File: config.mk
export PLATFORM = sky130hd
export DESIGN_NAME = burst_sram
export DESIGN_NICKNAME = d
export VERILOG_FILES = /design/src/rtl/burst_sram_pkg.sv /design/src/rtl/burst_sram_ctrl.sv /design/src/rtl/burst_sram_dpath.sv /design/src/rtl/burst_sram.sv
export SDC_FILE = /design/constraint.sdc
export NUM_CORES = 1
export LEC_CHECK = 0
export BUFFER_PORTS_ARGS = -buffer_cell sky130_fd_sc_hd__clkbuf_2
export CORE_UTILIZATION = 25
export DETAILED_ROUTE_END_ITERATION = 12
export REMOVE_ABC_BUFFERS = 1
export SLEW_MARGIN = 15
export SYNTH_ARGS = -nofsm -noshare
export SYNTH_HDL_FRONTEND = slang
export SYNTH_SLANG_ARGS = --single-unit
export TNS_END_PERCENT = 10
File: constraint.sdc
create_clock -name clk -period 4.5 [get_ports clk]
set_clock_uncertainty 0.1 [all_clocks]
set_input_delay 0.675 -clock clk [delete_from_list [all_inputs] [get_ports clk]]
set_output_delay 0.675 -clock clk [all_outputs]
set_load 0.02 [all_outputs]
File: src/rtl/burst_sram_pkg.sv
package burst_sram_pkg;

  // Strobes the control issues to the datapath for one access cycle.
  typedef struct packed {
    logic doRead;
    logic doWrite;
  } access_strobe_t;

  typedef enum logic {
    ORDER_LINEAR = 1'b0,
    ORDER_XOR    = 1'b1
  } burst_order_t;

  typedef enum logic [2:0] {
    CY_IDLE,
    CY_DESEL,
    CY_START_P,
    CY_START_C,
    CY_CONT
  } cycle_kind_t;

endpackage

File: src/rtl/burst_sram_ctrl.sv
module burst_sram_ctrl
  import burst_sram_pkg::*;
#(
  parameter int ADDR_W  = 6,
  parameter int LANES   = 2,
  parameter int BURST_W = 2
) (
  input  logic              clk,
  input  logic              rstN,
  input  logic [ADDR_W-1:0] addr,
  input  logic              chipEn,
  input  logic              procStrobe,
  input  logic              ctrlStrobe,
  input  logic              advance,
  input  logic [LANES-1:0]  byteWe,
  input  logic              writeEn,
  input  logic              allWrite,
  input  logic              seqMode,
  output access_strobe_t    strb,
  output logic [ADDR_W-1:0] accAddr,
  output logic [LANES-1:0]  laneMask
);

  localparam int HIGH_W = ADDR_W - BURST_W;

  // Input capture stage
  logic [ADDR_W-1:0] rAddr;
  logic              rChipEn, rProcStrobe, rCtrlStrobe, rAdvance;
  logic [LANES-1:0]  rByteWe;
  logic              rWriteEn, rAllWrite, rSeqMode;

  always_ff @(posedge clk or negedge rstN) begin
    if (!rstN) begin
      rAddr       <= '0;
      rChipEn     <= 1'b0;
      rProcStrobe <= 1'b0;
      rCtrlStrobe <= 1'b0;
      rAdvance    <= 1'b0;
      rByteWe     <= '0;
      rWriteEn    <= 1'b0;
      rAllWrite   <= 1'b0;
      rSeqMode    <= 1'b0;
    end else begin
      rAddr       <= addr;
      rChipEn     <= chipEn;
      rProcStrobe <= procStrobe;
      rCtrlStrobe <= ctrlStrobe;
      rAdvance    <= advance;
      rByteWe     <= byteWe;
      rWriteEn    <= writeEn;
      rAllWrite   <= allWrite;
      rSeqMode    <= seqMode;
    end
  end

  // Burst state
  logic              burstOn;
  logic              burstRead;
  logic [ADDR_W-1:0] baseAddr;
  logic [BURST_W-1:0] beatCnt;

  cycle_kind_t        kind;
  logic               wrReq;
  logic [LANES-1:0]   laneSel;
  logic [BURST_W-1:0] nextCnt;
  logic [BURST_W-1:0] lowLin, lowXor, lowSel;
  logic [HIGH_W-1:0]  highPart;

  always_comb begin
    if ((rProcStrobe || rCtrlStrobe) && !rChipEn) kind = CY_DESEL;
    else if (rProcStrobe)                         kind = CY_START_P;
    else if (rCtrlStrobe)                         kind = CY_START_C;
    else if (burstOn)                             kind = CY_CONT;
    else                                          kind = CY_IDLE;
  end

  assign wrReq   = rAllWrite || (rWriteEn && (|rByteWe));
  assign laneSel = rAllWrite ? {LANES{1'b1}} : (rWriteEn ? rByteWe : '0);
  assign nextCnt = (kind == CY_CONT && rAdvance) ? beatCnt + 1'b1 : beatCnt;

  assign highPart = baseAddr[ADDR_W-1:BURST_W];
  assign lowLin   = baseAddr[BURST_W-1:0] + nextCnt;
  assign lowXor   = baseAddr[BURST_W-1:0] ^ nextCnt;
  assign lowSel   = (burst_order_t'(rSeqMode) == ORDER_XOR) ? lowXor : lowLin;

  always_comb begin
    strb    = '0;
    accAddr = rAddr;
    unique case (kind)
      CY_START_P: strb.doRead = 1'b1;
      CY_START_C: begin
        if (wrReq) strb.doWrite = 1'b1;
        else       strb.doRead  = 1'b1;
      end
      CY_CONT: begin
        accAddr = {highPart, lowSel};
        if (wrReq)          strb.doWrite = 1'b1;
        else if (burstRead) strb.doRead  = 1'b1;
      end
      default: ;
    endcase
  end

  assign laneMask = strb.doWrite ? laneSel : '0;

  always_ff @(posedge clk or negedge rstN) begin
    if (!rstN) begin
      burstOn   <= 1'b0;
      burstRead <= 1'b0;
      baseAddr  <= '0;
      beatCnt   <= '0;
    end else begin
      unique case (kind)
        CY_DESEL: begin
          burstOn   <= 1'b0;
          burstRead <= 1'b0;
        end
        CY_START_P: begin
          burstOn   <= 1'b1;
          burstRead <= 1'b1;
          baseAddr  <= rAddr;
          beatCnt   <= '0;
        end
        CY_START_C: begin
          burstOn   <= 1'b1;
          burstRead <= !wrReq;
          baseAddr  <= rAddr;
          beatCnt   <= '0;
        end
        CY_CONT: begin
          beatCnt <= nextCnt;
          if (wrReq) burstRead <= 1'b0;
        end
        default: ;
      endcase
    end
  end

endmodule

File: src/rtl/burst_sram_dpath.sv
module burst_sram_dpath
  import burst_sram_pkg::*;
#(
  parameter int ADDR_W = 6,
  parameter int LANE_W = 9,
  parameter int LANES  = 2
) (
  input  logic                    clk,
  input  logic                    rstN,
  input  logic [LANE_W*LANES-1:0] dataIn,
  input  logic                    outEn,
  input  access_strobe_t          strb,
  input  logic [ADDR_W-1:0]       accAddr,
  input  logic [LANES-1:0]        laneMask,
  output logic [LANE_W*LANES-1:0] dataOut,
  output logic                    dataDrive
);

  localparam int DEPTH  = 1 << ADDR_W;
  localparam int WORD_W = LANE_W * LANES;

  logic [WORD_W-1:0] rData;
  logic [WORD_W-1:0] outWord;
  logic              outValid;

  // Write data is captured with the command it belongs to.
  always_ff @(posedge clk) rData <= dataIn;

  for (genvar g = 0; g < LANES; g++) begin : g_lane
    logic [LANE_W-1:0] laneMem [DEPTH];
    logic [LANE_W-1:0] laneQ;

    always_ff @(posedge clk) begin
      if (strb.doWrite && laneMask[g])
        laneMem[accAddr] <= rData[g*LANE_W +: LANE_W];
    end

    always_ff @(posedge clk or negedge rstN) begin
      if (!rstN)            laneQ <= '0;
      else if (strb.doRead) laneQ <= laneMem[accAddr];
    end

    assign outWord[g*LANE_W +: LANE_W] = laneQ;
  end

  always_ff @(posedge clk or negedge rstN) begin
    if (!rstN) outValid <= 1'b0;
    else       outValid <= strb.doRead;
  end

  assign dataDrive = outValid && outEn;
  assign dataOut   = dataDrive ? outWord : '0;

endmodule

File: src/rtl/burst_sram.sv
module burst_sram
  import burst_sram_pkg::*;
#(
  parameter int ADDR_W  = 6,
  parameter int LANE_W  = 9,
  parameter int LANES   = 2,
  parameter int BURST_W = 2
) (
  input  logic                    clk,
  input  logic                    rstN,
  input  logic [ADDR_W-1:0]       addr,
  input  logic                    chipEn,
  input  logic                    procStrobe,
  input  logic                    ctrlStrobe,
  input  logic                    advance,
  input  logic [LANES-1:0]        byteWe,
  input  logic                    writeEn,
  input  logic                    allWrite,
  input  logic                    seqMode,
  input  logic                    outEn,
  input  logic [LANE_W*LANES-1:0] dataIn,
  output logic [LANE_W*LANES-1:0] dataOut,
  output logic                    dataDrive
);

  access_strobe_t    strb;
  logic [ADDR_W-1:0] accAddr;
  logic [LANES-1:0]  laneMask;

  burst_sram_ctrl #(
    .ADDR_W(ADDR_W), .LANES(LANES), .BURST_W(BURST_W)
  ) u_ctrl (
    .clk(clk), .rstN(rstN), .addr(addr), .chipEn(chipEn),
    .procStrobe(procStrobe), .ctrlStrobe(ctrlStrobe), .advance(advance),
    .byteWe(byteWe), .writeEn(writeEn), .allWrite(allWrite),
    .seqMode(seqMode), .strb(strb), .accAddr(accAddr), .laneMask(laneMask)
  );

  burst_sram_dpath #(
    .ADDR_W(ADDR_W), .LANE_W(LANE_W), .LANES(LANES)
  ) u_dpath (
    .clk(clk), .rstN(rstN), .dataIn(dataIn), .outEn(outEn), .strb(strb),
    .accAddr(accAddr), .laneMask(laneMask), .dataOut(dataOut),
    .dataDrive(dataDrive)
  );

endmodule

Word level (Yosys, flattened, before mapping)
Memory sizes are Yosys's and may differ from the RTL's. A register that Yosys moved wholly into a read port is not among the register bits.
Cells that the tools add are included.
{"block": "totals", "mem_bits_rw": 1152, "out_inout_bits": 19, "word_cells": 69, "in_bits": 36, "memories": 2, "ff_bits": 44}
{"name": "u_dpath.g_lane[0].laneMem", "words": 64, "width": 9, "read_ports": 1, "rd_clocked_by_memory_dff": 1, "write_ports": 1, "line": "burst_sram_dpath.sv:30", "text": "logic [LANE_W-1:0] laneMem [DEPTH];"}
{"name": "u_dpath.g_lane[1].laneMem", "words": 64, "width": 9, "read_ports": 1, "rd_clocked_by_memory_dff": 1, "write_ports": 1, "line": "burst_sram_dpath.sv:30"}
{"block": "op_classes", "muxes": 25, "reduce_logical": 19, "n_bitwise": 1, "n_eq_ne": 5, "n_addsub": 2}
{"operator": "$mux 18", "n": 1}
{"operator": "$mux 3", "n": 4}
{"operator": "$mux 1", "n": 10}
{"operator": "$mux 2", "n": 5}
{"operator": "$eq 3x2->1 const B", "n": 2}
{"operator": "$logic_and 1x1->1", "n": 6}
{"operator": "$mux 6", "n": 1}
{"operator": "$reduce_or 2->1", "n": 3}
{"operator": "$logic_not 1->1", "n": 4}
{"operator": "$pmux 1 s4", "n": 1}
{"operator": "$pmux 2 s2", "n": 1}
{"operator": "$reduce_bool 2->1", "n": 2}
{"operator": "$reduce_bool 4->1", "n": 1}
{"operator": "$eq 3x1->1 const B", "n": 1}
{"operator": "$eq 3x3->1 const B", "n": 1}
{"operator": "$pmux 1 s3", "n": 1}
{"operator": "$add 2x1->2 const B", "n": 1}
{"operator": "$add 2x2->2", "n": 1}
{"operator": "$logic_or 1x1->1", "n": 2}
{"operator": "$ne 2x1->1 const B", "n": 1}
{"operator": "$pmux 1 s2", "n": 1}
{"operator": "$reduce_and 2->1", "n": 1}
{"operator": "$xor 2x2->2", "n": 1}

Depth between registers and ports, before layout
{"block": "depth", "ltp_word": 11, "depth_mapped": 20, "mapped_depth_nobuf": 12}

Cells and area by module
A second synthesis with hierarchy kept.
{"block": "hier_totals", "cells_unflattened": 2593, "hier_area_um2": 47115.2}
{"module": "burst_sram_dpath", "n_inst": 1, "area_each_um2": 46109.2, "seq_area_each_um2": 35429.0, "cells_each": 2510}
{"module": "burst_sram_ctrl", "n_inst": 1, "area_each_um2": 1006.0, "seq_area_each_um2": 625.6, "cells_each": 83}

Worst setup path after synthesis
No wires, ideal clock.
{"block": "synth_path", "path_type": "register to register", "startpoint": "reg u_ctrl.rCtrlStrobe", "endpoint": "mem u_dpath.g_lane[0].laneMem[29][0] (enable)", "required_ns": 4.026, "synth_period_minus_slack_ns": 4.278, "arrival_time_ns": 3.804, "setup_slack_ns": 0.222, "path_stages_with_launch": 16, "setup_time_ns": 0.374, "path_buffers": 6, "path_cell_list": "dfrtp_1 > buf_6 > nor3b_1 > buf_2 > buf_2 > buf_2 > nand2_1 > xnor2_1 > ha_1 > nor2b_1 > xnor3_2 > a21boi_0 > clkbuf_1 > nand2_1 > clkbuf_1 > nor2_1"}
{"block": "synth_between", "elab_chain_cells": 10, "elab_cells_between_ends": 19, "cone_classes": "add/sub: 1; eq/ne: 2; mux: 10; bitwise: 1; reduce/logical: 5"}
{"item": "start: declaration", "line": "burst_sram_ctrl.sv:28", "text": "logic rChipEn, rProcStrobe, rCtrlStrobe, rAdvance;"}
{"item": "start signal: assignment", "line": "burst_sram_ctrl.sv:47", "text": "rCtrlStrobe <= ctrlStrobe;"}
{"item": "$mux 3 or $logic_or 1x1->1 (tied branches)", "line": "burst_sram_ctrl.sv:72, burst_sram_ctrl.sv:70"}
{"item": "$mux 3 or $logic_and 1x1->1 (tied branches)", "line": "burst_sram_ctrl.sv:71, burst_sram_ctrl.sv:70"}
{"item": "$mux 3 *", "line": "burst_sram_ctrl.sv:70", "text": "if ((rProcStrobe || rCtrlStrobe) && !rChipEn) kind = CY_DESEL;"}
{"item": "branches (longest 7 deep; another with $add 2x2->2)"}
{"item": "end: declaration", "line": "burst_sram_dpath.sv:30"}
Every way passes the cells marked *.

Worst setup path after layout
{"block": "layout_path", "startpoint": "reg u_ctrl.burstOn", "endpoint": "reg u_dpath.g_lane[0].laneQ[0], read port of u_dpath.g_lane[0].laneMem"}
{"block": "layout_between", "elab_chain_cells": 10, "elab_cells_between_ends": 14, "cone_classes": "add/sub: 1; eq/ne: 3; mux: 8; bitwise: 1; reduce/logical: 1"}
{"item": "start: declaration", "line": "burst_sram_ctrl.sv:57", "text": "logic burstOn;"}
{"item": "start signal: assignment", "line": "burst_sram_ctrl.sv:108", "text": "burstOn <= 1'b0;"}
{"item": "start signal: assignment", "line": "burst_sram_ctrl.sv:115", "text": "burstOn <= 1'b0;"}
{"item": "start signal: assignment", "line": "burst_sram_ctrl.sv:119", "text": "burstOn <= 1'b1;"}
{"item": "$mux 3 *", "line": "burst_sram_ctrl.sv:73", "text": "else if (burstOn) kind = CY_CONT;"}
{"item": "$mux 3 *", "line": "burst_sram_ctrl.sv:72", "text": "else if (rCtrlStrobe) kind = CY_START_C;"}
{"item": "$mux 3 *", "line": "burst_sram_ctrl.sv:71", "text": "else if (rProcStrobe) kind = CY_START_P;"}
{"item": "$mux 3 *", "line": "burst_sram_ctrl.sv:70"}
{"item": "$eq 3x3->1", "line": "burst_sram_ctrl.sv:79, burst_sram_ctrl.sv:89"}
{"item": "$logic_and 1x1->1", "line": "burst_sram_ctrl.sv:79", "text": "assign nextCnt = (kind == CY_CONT && rAdvance) ? beatCnt + 1'b1 : beatCnt;"}
{"item": "$mux 2", "line": "burst_sram_ctrl.sv:79"}
{"item": "$add 2x2->2 or $xor 2x2->2 (tied branches)", "line": "burst_sram_ctrl.sv:82, burst_sram_ctrl.sv:83"}
{"item": "$mux 2", "line": "burst_sram_ctrl.sv:84", "text": "assign lowSel = (burst_order_t'(rSeqMode) == ORDER_XOR) ? lowXor : lowLin;"}
{"item": "$mux 6", "line": "burst_sram_ctrl.sv:89", "text": "unique case (kind)"}
{"item": "end: declaration", "line": "burst_sram_dpath.sv:31", "text": "logic [LANE_W-1:0] laneQ;"}
Mark *: on every way between the ends. The rest lies on a longest branch, timed or not.
A chain may end at the register's enable or synchronous reset.

==> impl_results.md <==
- Outcome: complete, no violations
- Sw Share: 23.3%
- Endpoint required time on the critical path: between 5000 and 6000 ps
- Final HPWL DP: 100,000 um
- Master of the slowest instance on the critical path: sky130_fd_sc_hd__mux2i_4
- Worst-case hold slack: approximately 50 ps
- Max Freq: ~0.23 GHz
- Proportion of power drawn by flip-flops and latches: a little over half
- Critical Path Source Type: register
- Critical path class: register to register
- DRC viols: 0
- Avg WL per Cell: roughly 25 um
- Initial antenna violation count: 5
- Unrepaired setup endpoints after global routing: no
- Number of maximum-capacitance violations: 0
- Die outline height: ~440 um
- Setup tns final: 0 ps
- Number of placed I/O pins: 55
- Pin count of the biggest net entering global routing: 66
- Worst slew margin relative to its limit: around 15%
- Site row count: roughly 160
- Fraction of the yosys area taken by sequential cells: about 76%
- Clock latency on the worst-skew pair: approximately 730 ps
- Number of nets with antenna violations after detailed routing: 0
- Cell count after synthesis: between 3,000 and 4,000
- Number of setup buffers added after CTS: 0
- Tmin final: between 4000 and 5000 ps
- Clock buffers created by TritonCTS: 110
- Fraction of registers with async set/reset: 3.62%
- Count of port buffers added during placement: 54
- Area of the die: 192,000 um^2
- H-Tree Depth: 3
- Class of the most critical hold timing path: primary input to register
- Number of nets in the layout: 3,426
- Final setup violating endpoints: 0
- Crit-path cells: nor3b_2 > nand2_1 > xnor2_1 > ha_1 > mux2i_4 > buf_12 > buf_12 > buf_4 > mux2i_1 > o221ai_1 > nor4_1 > nand2_1 > o32a_1
- Worst-path maximum fanout: 33
- Seq cells post-synth: 1,214
- Area inside the core boundary: approximately 190,000 um^2
- Proportion of layout cells with a drive suffix above 1: 18.1%
- CTS tree: built
- Drt total wl: about 150,000 um
- Top FF cell, synth: sky130_fd_sc_hd__edfxtp_1
- Starting density of the core: 25.3%
- TritonRoute pass-1 iters: 7
- Slew at the pin closest to its max-slew limit: approximately 1200 ps
- CTS clk-pin slew, worst paths: approximately 70 ps
- Number of enable-type register cells in the synthesized netlist: 1,152
- Pre-CTS WS: about 130 ps
- Clk Tree Root Cell: sky130_fd_sc_hd__clkbuf_16
- Growth of design area from synthesis to finish: 19.4%
- Initial DRC Count: 3,741
- Placer's final routability congestion estimate: 0.935
- Vias in the first global route: around 28,000
- DIE WIDTH: between 400 and 500 um
- Share of power burned in combinational logic: about 8.0%
- Portion of total power attributed to the clock network: between 30% and 40%
- Commonest non-fill, non-tap cells in the layout: sky130_fd_sc_hd__edfxtp_1 (1,152), sky130_fd_sc_hd__nand2_1 (401), sky130_fd_sc_hd__mux2i_1 (342)
- Avg Cell Area, Syn: 15.7 um^2
- Most frequent standard cell in the layout excluding fill and tap cells: sky130_fd_sc_hd__edfxtp_1
- Cell family with the largest share of critical-path delay: multiplexers
- Buffer levels on the longest clock path: 3
- Static leakage: 19.3 nW
- Vias/cell: 4.88
- Global-route wire length before repair: between 200,000 and 250,000 um
- Final hold viol count: 0
- Crit-path max cell delay: 610 ps
- Synth cell types: 82
- Clk sinks: ~1,200
- Final worst slack: 87.6 ps
- Count of synthesis-stage warnings from yosys: 0
- Power after layout: 24.1 mW
- Internal power summed over all cells: between 15 and 20 mW
- Final period util: 98.1%
- Data arrival time at the worst-slack endpoint: between 4000 and 5000 ps
- Summed instance area of the synthesized netlist: 47,600 um^2
- Total routing resource utilization after global routing: 15.2%
- Via Count: between 20,000 and 30,000
- Kind of end point of the critical path: register
- Switching Power: ~5.6 mW
- Final max-slew violation count: 0
- Overall overflow remaining after global route: 0
- Number of buffers and inverters on the critical path: 3
- Worst vdd rail ir drop: 0.000305 V
- Power density over cell area: around 420 nW/um^2
[metrics by stage]
| stage | instances | util (%) | instance area, um^2 |
|---|---|---|---|
| 5_1_grt | 5978 | 30.2 | 56800 |
| 6_report | 5979 | 30.2 | 56800 |
| 2_1_floorplan | 2867 | - | 46600 |
| 3_3_place_gp | 5743 | 28.0 | 52800 |
| 4_1_cts | 5977 | 30.1 | 56800 |
| 3_5_place_dp | 5743 | 28.0 | 52800 |
[state kept, by name, summed over array words and instances, names as in the netlist, 2 cells and up]
signal	cells
u_ctrl.rAddr	6
u_ctrl.baseAddr	6
u_dpath.g_lane.laneMem	1152
u_dpath.g_lane.laneQ	18
u_ctrl.rByteWe	2
u_ctrl.beatCnt	2
u_dpath.rData	18
[power by group through the flow]
stage / combinational (mW) / clock [mW] / sequential [mW]
floorplan: 1.87 / 0 / 12.8
global placement: 1.86 / 0 / 12.8
detailed placement: 1.87 / 0 / 12.8
CTS: 1.90 / 9.74 / 12.6
global route: 2.00 / 10.1 / 12.6
finish: 1.92 / 9.62 / 12.6
[cells by family (layout without fill, tap and decap cells)]
kind of cell    count (synthesis)  after routing  synth area share, %
flops                        1214           1214                 75.8
simple gates                  728            728                 6.60
compound gates                546            546                 7.22
mux                           370            370                 8.17
buf+inv                       166            619                 2.06
xor+xnor                        4              4                0.139
fa+ha+maj                       1              1               0.0263
other cells                     0              2                    0
[worst paths after layout]
path / from / endpoint / slack [ps] / cells past startpoint
max in group asynchronous: rstN / u_dpath.g_lane[1].laneQ[0] / 3270 / 3
max: u_ctrl.burstOn / u_dpath.g_lane[0].laneQ[0] / 90 / 13
min reg2reg: u_dpath.g_lane[1].laneQ[8] / u_dpath.g_lane[1].laneQ[8] / 410 / 1
min: addr[1] / u_ctrl.rAddr[1] / 50 / 1
max reg2reg: u_ctrl.burstOn / u_dpath.g_lane[0].laneQ[0] / 90 / 13
min in group asynchronous: rstN / u_ctrl.rChipEn / 520 / 3
[worst register-to-register path, cell delays in order, from the launching register on]
cell and delay, ps:
sky130_fd_sc_hd__dfrtp_1 420, sky130_fd_sc_hd__nor3b_2 260, sky130_fd_sc_hd__nand2_1 120, sky130_fd_sc_hd__xnor2_1 140, sky130_fd_sc_hd__ha_1 370, sky130_fd_sc_hd__mux2i_4 610, sky130_fd_sc_hd__buf_12 340, sky130_fd_sc_hd__buf_12 250
sky130_fd_sc_hd__buf_4 330, sky130_fd_sc_hd__mux2i_1 380, sky130_fd_sc_hd__o221ai_1 200, sky130_fd_sc_hd__nor4_1 350, sky130_fd_sc_hd__nand2_1 140, sky130_fd_sc_hd__o32a_1 300
[cell usage after synthesis (all sizes together), types with 9 or more instances]
cell type | instances | area share [%]
nor2 | 163 | 1.3
o21ai | 71 | 0.75
a32oi | 14 | 0.26
dfxtp | 18 | 0.76
nor3 | 21 | 0.23
nand2 | 404 | 3.2
edfxtp | 1152 | 73
a21oi | 183 | 1.9
o22ai | 141 | 1.9
mux4 | 12 | 0.57
buf | 104 | 1.6
a221oi | 13 | 0.24
mux2i | 345 | 7.3
nand4 | 11 | 0.14
a31oi | 22 | 0.29
nand3 | 45 | 0.48
dfrtp | 44 | 2.3
o32a | 11 | 0.23
a22oi | 13 | 0.21
and3 | 22 | 0.30
clkbuf | 58 | 0.46
mux2 | 13 | 0.32
nor4 | 25 | 0.33
o221ai | 9 | 0.17
a211oi | 14 | 0.22
a2111oi | 13 | 0.28
[repair_timing]
| action | in CTS | in global routing |
|---|---|---|
| hold endpoints to repair | 72 | 0 |
| setup endpoints to repair | 0 | 4 |
| hold buffers | 29 | 0 |
| gates resized for setup | 0 | 4 |
[final cells by class]
type / count / area, um^2
fillers: 18500 / 132000
flip-flops and latches: 1214 / 36100
multi-input cells: 1649 / 10700
repair buffers: 410 / 3250
well taps: 2495 / 3120
clock buffers: 144 / 2980
clock inverters: 61 / 689
inverters: 4 / 15.0
diodes: 2 / 5.00
[layer usage]
layer / vias up / GRT usage, % / routed length, um
met5: - / 0 / 13
met2: 1526 / 24.7 / 70700
li1: 12500 / - / -
met1: 14900 / 19.9 / 59800
met4: 2 / 7.47 / 7400
met3: 293 / 2.28 / 12600
Power figures use the tool's default switching activity.
